[src/rtl/bseq_pkg.sv]
package bseq_pkg;

  localparam int CODE_W = 6;

  typedef struct packed {
    logic maint;       // bit 5: maintenance operation
    logic open_row;    // bit 4: activate before access
    logic long_burst;  // bit 3: 8 beats instead of 4
    logic write;       // bit 2: write direction
    logic close;       // bit 1: precharge after burst
    logic dsel;        // bit 0: data clock pair
  } cmd_fields_t;

  typedef enum logic [2:0] {
    ST_IDLE,
    ST_OPEN,
    ST_BURST,
    ST_GAP,
    ST_CLOSE
  } seq_state_t;

  function automatic cmd_fields_t split_code(input logic [CODE_W-1:0] c);
    cmd_fields_t f;
    f.maint      = c[5];
    f.open_row   = c[4];
    f.long_burst = c[3];
    f.write      = c[2];
    f.close      = c[1];
    f.dsel       = c[0];
    return f;
  endfunction

endpackage

[src/rtl/bseq_decode.sv]
module bseq_decode
  import bseq_pkg::*;
(
  input  logic [CODE_W-1:0] code,
  output cmd_fields_t       fields
);

  always_comb begin
    fields = split_code(code);
  end

endmodule

[src/rtl/bseq_rowtab.sv]
module bseq_rowtab #(
  parameter int NBANK  = 8,
  parameter int ROW_W  = 12,
  parameter int BANK_W = $clog2(NBANK)
) (
  input  logic              clk,
  input  logic              rst,
  input  logic              upd,
  input  logic              set_open,
  input  logic              set_closed,
  input  logic [BANK_W-1:0] bank,
  input  logic [ROW_W-1:0]  row,
  output logic              hit
);

  logic [NBANK-1:0] open_q;
  logic [ROW_W-1:0] rows [NBANK];

  // one open flag per bank, each with its own enable
  for (genvar b = 0; b < NBANK; b++) begin : g_flag
    always_ff @(posedge clk) begin
      if (rst) begin
        open_q[b] <= 1'b0;
      end else if (upd && bank == BANK_W'(b)) begin
        if (set_closed)    open_q[b] <= 1'b0;
        else if (set_open) open_q[b] <= 1'b1;
      end
    end
  end

  // row storage: single write port, no reset
  always_ff @(posedge clk) begin
    if (upd && set_open && !set_closed) rows[bank] <= row;
  end

  assign hit = open_q[bank] && (rows[bank] == row);

endmodule

[src/rtl/bseq_engine.sv]
module bseq_engine
  import bseq_pkg::*;
#(
  parameter int NBANK    = 8,
  parameter int ROW_W    = 12,
  parameter int COL_W    = 7,
  parameter int T_RCD    = 3,
  parameter int T_WRP    = 2,
  parameter int BL_SHORT = 4,
  parameter int BL_LONG  = 8,
  parameter int BANK_W   = $clog2(NBANK),
  parameter int IDX_W    = $clog2(BL_LONG)
) (
  input  logic              clk,
  input  logic              rst,
  input  logic              cmd_valid,
  input  logic [CODE_W-1:0] cmd_code,
  input  cmd_fields_t       f,
  input  logic [BANK_W-1:0] cmd_bank,
  input  logic [ROW_W-1:0]  cmd_row,
  input  logic [COL_W-1:0]  cmd_col,
  input  logic              hit,
  output logic              accept,
  output logic              busy,
  output logic              maint_valid,
  output logic [CODE_W-1:0] maint_code,
  output logic              prot_err,
  output logic              act_stb,
  output logic [BANK_W-1:0] act_bank,
  output logic [ROW_W-1:0]  act_row,
  output logic              rd_beat,
  output logic              wr_beat,
  output logic [IDX_W-1:0]  beat_idx,
  output logic [BANK_W-1:0] beat_bank,
  output logic [COL_W-1:0]  beat_col,
  output logic              dclk_sel,
  output logic              pre_stb,
  output logic [BANK_W-1:0] pre_bank
);

  localparam int MAXW      = (T_RCD > T_WRP) ? T_RCD : T_WRP;
  localparam int CNT_W     = $clog2(MAXW + 1);
  localparam int OPEN_LOAD = (T_RCD > 1) ? T_RCD - 1 : 0;
  localparam int GAP_LOAD  = (T_WRP > 1) ? T_WRP - 2 : 0;

  seq_state_t        state;
  logic [CNT_W-1:0]  cnt;
  logic [BANK_W-1:0] l_bank;
  logic [COL_W-1:0]  l_col;
  logic [IDX_W-1:0]  l_last;
  logic              l_write, l_close, l_dsel;
  logic              take;
  logic [IDX_W-1:0]  last_of_cmd;

  assign take        = cmd_valid && (state == ST_IDLE);
  assign accept      = take && !f.maint && (f.open_row || hit);
  assign last_of_cmd = f.long_burst ? IDX_W'(BL_LONG - 1) : IDX_W'(BL_SHORT - 1);

  always_ff @(posedge clk) begin
    if (rst) begin
      state       <= ST_IDLE;
      cnt         <= '0;
      busy        <= 1'b0;
      maint_valid <= 1'b0;
      maint_code  <= '0;
      prot_err    <= 1'b0;
      act_stb     <= 1'b0;
      act_bank    <= '0;
      act_row     <= '0;
      rd_beat     <= 1'b0;
      wr_beat     <= 1'b0;
      beat_idx    <= '0;
      beat_bank   <= '0;
      beat_col    <= '0;
      dclk_sel    <= 1'b0;
      pre_stb     <= 1'b0;
      pre_bank    <= '0;
      l_bank      <= '0;
      l_col       <= '0;
      l_last      <= '0;
      l_write     <= 1'b0;
      l_close     <= 1'b0;
      l_dsel      <= 1'b0;
    end else begin
      maint_valid <= 1'b0;
      prot_err    <= 1'b0;
      act_stb     <= 1'b0;
      pre_stb     <= 1'b0;
      unique case (state)
        ST_IDLE: begin
          if (take) begin
            if (f.maint) begin
              maint_valid <= 1'b1;
              maint_code  <= cmd_code;
            end else if (!accept) begin
              prot_err <= 1'b1;
            end else begin
              busy    <= 1'b1;
              l_bank  <= cmd_bank;
              l_col   <= cmd_col;
              l_last  <= last_of_cmd;
              l_write <= f.write;
              l_close <= f.close;
              l_dsel  <= f.dsel;
              if (f.open_row) begin
                act_stb  <= 1'b1;
                act_bank <= cmd_bank;
                act_row  <= cmd_row;
                cnt      <= CNT_W'(OPEN_LOAD);
                state    <= ST_OPEN;
              end else begin
                rd_beat   <= !f.write;
                wr_beat   <= f.write;
                beat_idx  <= '0;
                beat_bank <= cmd_bank;
                beat_col  <= cmd_col;
                dclk_sel  <= f.dsel;
                state     <= ST_BURST;
              end
            end
          end
        end
        ST_OPEN: begin
          if (cnt == '0) begin
            rd_beat   <= !l_write;
            wr_beat   <= l_write;
            beat_idx  <= '0;
            beat_bank <= l_bank;
            beat_col  <= l_col;
            dclk_sel  <= l_dsel;
            state     <= ST_BURST;
          end else begin
            cnt <= cnt - 1'b1;
          end
        end
        ST_BURST: begin
          if (beat_idx == l_last) begin
            rd_beat <= 1'b0;
            wr_beat <= 1'b0;
            if (!l_close) begin
              busy  <= 1'b0;
              state <= ST_IDLE;
            end else if (T_WRP <= 1) begin
              pre_stb  <= 1'b1;
              pre_bank <= l_bank;
              state    <= ST_CLOSE;
            end else begin
              cnt   <= CNT_W'(GAP_LOAD);
              state <= ST_GAP;
            end
          end else begin
            beat_idx <= beat_idx + 1'b1;
            beat_col <= beat_col + 1'b1;
          end
        end
        ST_GAP: begin
          if (cnt == '0) begin
            pre_stb  <= 1'b1;
            pre_bank <= l_bank;
            state    <= ST_CLOSE;
          end else begin
            cnt <= cnt - 1'b1;
          end
        end
        ST_CLOSE: begin
          busy  <= 1'b0;
          state <= ST_IDLE;
        end
        default: state <= ST_IDLE;
      endcase
    end
  end

endmodule

[src/rtl/bseq_top.sv]
module bseq_top
  import bseq_pkg::*;
#(
  parameter int NBANK    = 8,
  parameter int ROW_W    = 12,
  parameter int COL_W    = 7,
  parameter int T_RCD    = 3,
  parameter int T_WRP    = 2,
  parameter int BL_SHORT = 4,
  parameter int BL_LONG  = 8,
  localparam int BANK_W  = $clog2(NBANK),
  localparam int IDX_W   = $clog2(BL_LONG)
) (
  input  logic              clk,
  input  logic              rst,
  input  logic              cmd_valid,
  input  logic [5:0]        cmd_code,
  input  logic [BANK_W-1:0] cmd_bank,
  input  logic [ROW_W-1:0]  cmd_row,
  input  logic [COL_W-1:0]  cmd_col,
  output logic              busy,
  output logic              maint_valid,
  output logic [5:0]        maint_code,
  output logic              prot_err,
  output logic              act_stb,
  output logic [BANK_W-1:0] act_bank,
  output logic [ROW_W-1:0]  act_row,
  output logic              rd_beat,
  output logic              wr_beat,
  output logic [IDX_W-1:0]  beat_idx,
  output logic [BANK_W-1:0] beat_bank,
  output logic [COL_W-1:0]  beat_col,
  output logic              dclk_sel,
  output logic              pre_stb,
  output logic [BANK_W-1:0] pre_bank
);

  cmd_fields_t fields;
  logic        hit;
  logic        accept;

  bseq_decode u_dec (
    .code   (cmd_code),
    .fields (fields)
  );

  bseq_rowtab #(
    .NBANK (NBANK),
    .ROW_W (ROW_W)
  ) u_tab (
    .clk        (clk),
    .rst        (rst),
    .upd        (accept),
    .set_open   (fields.open_row),
    .set_closed (fields.close),
    .bank       (cmd_bank),
    .row        (cmd_row),
    .hit        (hit)
  );

  bseq_engine #(
    .NBANK    (NBANK),
    .ROW_W    (ROW_W),
    .COL_W    (COL_W),
    .T_RCD    (T_RCD),
    .T_WRP    (T_WRP),
    .BL_SHORT (BL_SHORT),
    .BL_LONG  (BL_LONG)
  ) u_eng (
    .clk         (clk),
    .rst         (rst),
    .cmd_valid   (cmd_valid),
    .cmd_code    (cmd_code),
    .f           (fields),
    .cmd_bank    (cmd_bank),
    .cmd_row     (cmd_row),
    .cmd_col     (cmd_col),
    .hit         (hit),
    .accept      (accept),
    .busy        (busy),
    .maint_valid (maint_valid),
    .maint_code  (maint_code),
    .prot_err    (prot_err),
    .act_stb     (act_stb),
    .act_bank    (act_bank),
    .act_row     (act_row),
    .rd_beat     (rd_beat),
    .wr_beat     (wr_beat),
    .beat_idx    (beat_idx),
    .beat_bank   (beat_bank),
    .beat_col    (beat_col),
    .dclk_sel    (dclk_sel),
    .pre_stb     (pre_stb),
    .pre_bank    (pre_bank)
  );

endmodule

[config.mk]
export PLATFORM = sky130hd
export DESIGN_NAME = bseq_top
export DESIGN_NICKNAME = d
export VERILOG_FILES = /design/src/rtl/bseq_pkg.sv /design/src/rtl/bseq_decode.sv /design/src/rtl/bseq_rowtab.sv /design/src/rtl/bseq_engine.sv /design/src/rtl/bseq_top.sv
export SDC_FILE = /design/constraint.sdc
export NUM_CORES = 1
export LEC_CHECK = 0
export BUFFER_PORTS_ARGS = -buffer_cell sky130_fd_sc_hd__buf_2
export CORE_AREA = 2 2 119 121
export CTS_CLUSTER_SIZE = 28
export DETAILED_ROUTE_END_ITERATION = 8
export DIE_AREA = 0 0 121 123
export PLACE_DENSITY = 0.75
export SLEW_MARGIN = 15
export SYNTH_ARGS = -nofsm -noshare
export SYNTH_HDL_FRONTEND = slang
export SYNTH_SLANG_ARGS = --single-unit
[constraint.sdc]
create_clock -name clk -period 3.3 [get_ports clk]
set_clock_uncertainty 0.2 [all_clocks]
set_input_delay 0.66 -clock clk [delete_from_list [all_inputs] [get_ports clk]]
set_output_delay 0.66 -clock clk [all_outputs]
set_load 0.005 [all_outputs]
==> flow_summary_export.csv <==
group,metric,value,unit
status,status,"complete, no violations",
setup_path,max_stage_delay,570,ps
floorplan,die_h,123,um
sta,period_minus_slack,3180,ps
yosys,ys_seq_area_share,61.1,%
setup_path,cp_max_fo,8,
setup_path,required,3400,ps
place,dp.cells,847,
clock_tree,htree_levels,4,
power_and_ir_drop,finalPower,4.46,mW
place,hpwl,11000,um
clock_tree,cts_inserted_buffers,17,
worst_hold_path,hp-start,"cmd_code[5]",
place,gp_congestion,0.900,
grt,grt_pass1_vias,5022,
floorplan,die_w,121,um
power_and_ir_drop,ir_drop,0.000361,V
final_layout,antenna_cells,0,
place,post_dp_cell_area,8010,um^2
yosys,synth.area.top_cells,"edfxtp_1 41%, dfxtp_1 21%, mux2i_1 6.8%, mux4_2 5.1%, nor2_1 3.4%",
floorplan,io_pins,76,
yosys,synth_top_area_share,40.6,%
grt,track_usage,22.7,%
sta,fmax,314,MHz
yosys,synthTopCellsByCount,"96 x edfxtp_1, 73 x dfxtp_1, 65 x nor2_1, 48 x mux2i_1, 46 x nand2_1",
run,maxCapViolCount,0,
sta,setup_violations,0,
place,place_ws,-474,ps
setup_path,worst_setup_path_end_kind,"flop",
setup_path,r2r_cells,9,
setup_path,critPathLaunchType,"input port",
yosys,synth_cell_types,59,
yosys,synth_edf_count,96,
setup_path,r2r-start,"u_tab.rows[7][6]",
grt,grt_pass1_wl,25600,um
floorplan,core,13600,um^2
yosys,ys_warn_count,0,
yosys,synthCells,574,
detailed_routing,ant_nets,0,
detailed_routing,drt_iter0_drc,399,
final_layout,multi_input_area,2590,um^2
clock_tree,cts.sinks,169,
worst_hold_path,whs_path_depth,2,
sta,worst_pin_slew,539,ps
final_layout,regArea,4340,um^2
yosys,syn_area,7110,um^2
detailed_routing,vias,5121,
yosys,synth_top_area_cell,"edfxtp_1",
clock_tree,root_buffer,"clkbuf_16",
setup_path,path_class,"input port to flop",
yosys,syn_nets,608,
setup_path,cp_slowest_cell,"or4b_4",
place,port_buffers,75,
setup_path,r2r_end,"u_eng.l_col[3]",
sta,hold_viol_final,0,
final_layout,fin_cells,880,
detailed_routing,drt-total-wl,16200,um
grt,antenna_found_initial,0,
sta,slew_headroom,64.0,%
power_and_ir_drop,p_per_area,521,nW/um^2
floorplan,rows,43,
floorplan,initial_core_util,52.2,%
sta,layout_setup_ws,119,ps
final_layout,drive_above_1_share,28.6,%
grt,grt_overflow,0,
setup_path,critPathArrivalTime,3280,ps
final_layout,area_growth,20.7,%
yosys,synthFlopType,"edfxtp_1",
sta,period_share,96.4,%
clock_tree,clk_latency,430,ps
detailed_routing,vias_per_cell,5.82,
final_layout,fillerInstances,1042,
clock_tree,clockBufferDepth,2,
grt,grt_max_degree,49,
worst_hold_path,holdPathEnd,"u_eng.prot_err",
clock_tree,clkTransAtPathRegs,60,ps
yosys,syn_avg_cell_area,12.4,um^2
detailed_routing,dr.pass1.iters,5,
power_and_ir_drop,power.leakage,3.28,nW
setup_path,crit_chain,"clkbuf_4 -> mux4_2 -> xor2_1 -> o32ai_2 -> o221ai_2 -> or4b_4 -> o21ai_4 -> buf_6 -> mux2i_1 -> nor2_1",
clock_tree,cts_tree,"done",
yosys,synth.most_common_cell,"edfxtp_1",
worst_hold_path,hold_class,"input port to flop",
yosys,async_flop_share,0,%
detailed_routing,wl_per_cell,18.4,um
detailed_routing,drcViolationCount,0,
final_layout,stdcell_area,8580,um^2
yosys,ys_ff_latch,169,
floorplan,dieArea,14900,um^2
final_layout,nets,721,
setup_path,r2r_slack,220,ps
sta,slew_violations,0,
what timing repair did:
action	CTS	global route
setup buffers	1	0
hold buffers	0	0
resized for setup	1	5
setup endpoints to repair	2	18
pin swaps	1	1
worst max-delay path by stage:
stage / to / cells past startpoint / slack [ps] / startpoint
floorplan: u_tab.rows[4][0] / 6 / -240 / cmd_bank[1]
global placement: u_eng.beat_idx[0] / 9 / -310 / cmd_bank[0]
detailed placement: u_eng.l_col[3] / 10 / -470 / cmd_bank[0]
CTS: u_eng.l_col[3] / 10 / 30 / cmd_bank[0]
global route: u_eng.l_close / 11 / -3 / cmd_bank[0]
finish: u_eng.l_col[3] / 10 / 120 / cmd_bank[0]
critical path, delay by kind of cell:
family / cells / cell delay (ps)
AO/OA/AOI/OAI: 3 / 680
XOR/XNOR: 1 / 160
AND/OR/NAND/NOR: 2 / 630
multiplexers: 2 / 730
buffers and inverters: 2 / 400
where the power goes:
part	leakage (nW)	switching, mW	total, mW	internal (mW)
Clock	0.253	0.799	1.80	0.998
Combinational	1.57	0.224	0.388	0.164
Sequential	1.46	0.0223	2.28	2.26
Total	3.28	1.04	4.46	3.42
cell type report:
cell class / instances / share of cell area [%]
Sequential cell: 169 / 50.7
Inverter: 12 / 0.525
Clock inverter: 12 / 0.905
Multi-Input combinational cell: 357 / 30.2
Clock buffer: 20 / 5.34
Tap cell: 180 / 2.63
Timing Repair Buffer: 130 / 9.72
kinds of logic after synthesis:
| kind of cell | Yosys count | synth area share, % |
|---|---|---|
| and+or+nand+nor | 170 | 11.0 |
| DFF | 169 | 61.1 |
| AOI/OAI and AO/OA | 97 | 9.58 |
| muxes | 72 | 13.1 |
| buffers and inverters | 48 | 2.85 |
| xor gates and xnor gates | 15 | 1.85 |
| adders and majority gates | 3 | 0.528 |
sequential cells by signal (all words and copies together), names as in the netlist, 2 cells and up:
signal / count
u_eng.act_bank: 3
u_eng.act_row: 12
u_eng.beat_bank: 3
u_eng.beat_col: 7
u_eng.beat_idx: 3
u_eng.cnt: 2
u_eng.l_bank: 3
u_eng.l_col: 7
u_eng.l_last: 2
u_eng.maint_code: 6
u_eng.pre_bank: 3
u_eng.state: 3
u_tab.open_q: 8
u_tab.rows: 96
routing by layer:
metal | global-route usage [%] | vias to the layer above | part of all wire [%]
met2 | 37.3 | 183 | 50
li1 | - | 2375 | -
met1 | 29.5 | 2532 | 42
met5 | 0 | - | 0
met3 | 4.94 | 31 | 5.9
met4 | 9.23 | 0 | 2.2
cells in the final DEF (no fill, tap or decap), types with 9 or more instances in the layout:
| cell type | synthesis | final |
|---|---|---|
| mux4_2 | 16 | 16 |
| xor2_1 | 9 | 9 |
| a21oi_1 | 30 | 30 |
| nor2_1 | 65 | 65 |
| clkbuf_16 | 0 | 18 |
| nand2_1 | 46 | 46 |
| inv_1 | 11 | 11 |
| mux2i_1 | 48 | 48 |
| o21ai_0 | 9 | 9 |
| nor3_1 | 11 | 9 |
| buf_4 | 1 | 49 |
| edfxtp_1 | 96 | 96 |
| buf_2 | 9 | 73 |
| dfxtp_1 | 73 | 73 |
metrics by stage:
stage | util (%) | setup TNS [ps] | hold slack, ps
2_1_floorplan | - | -6050 | 242
4_1_cts | 62.9 | 0 | 226
6_report | 63.0 | 0 | 245
5_1_grt | 63.0 | -3.01 | 239
3_3_place_gp | 58.9 | -8680 | 231
3_5_place_dp | 58.9 | -15430 | 245
Power figures use the tool's default switching activity.
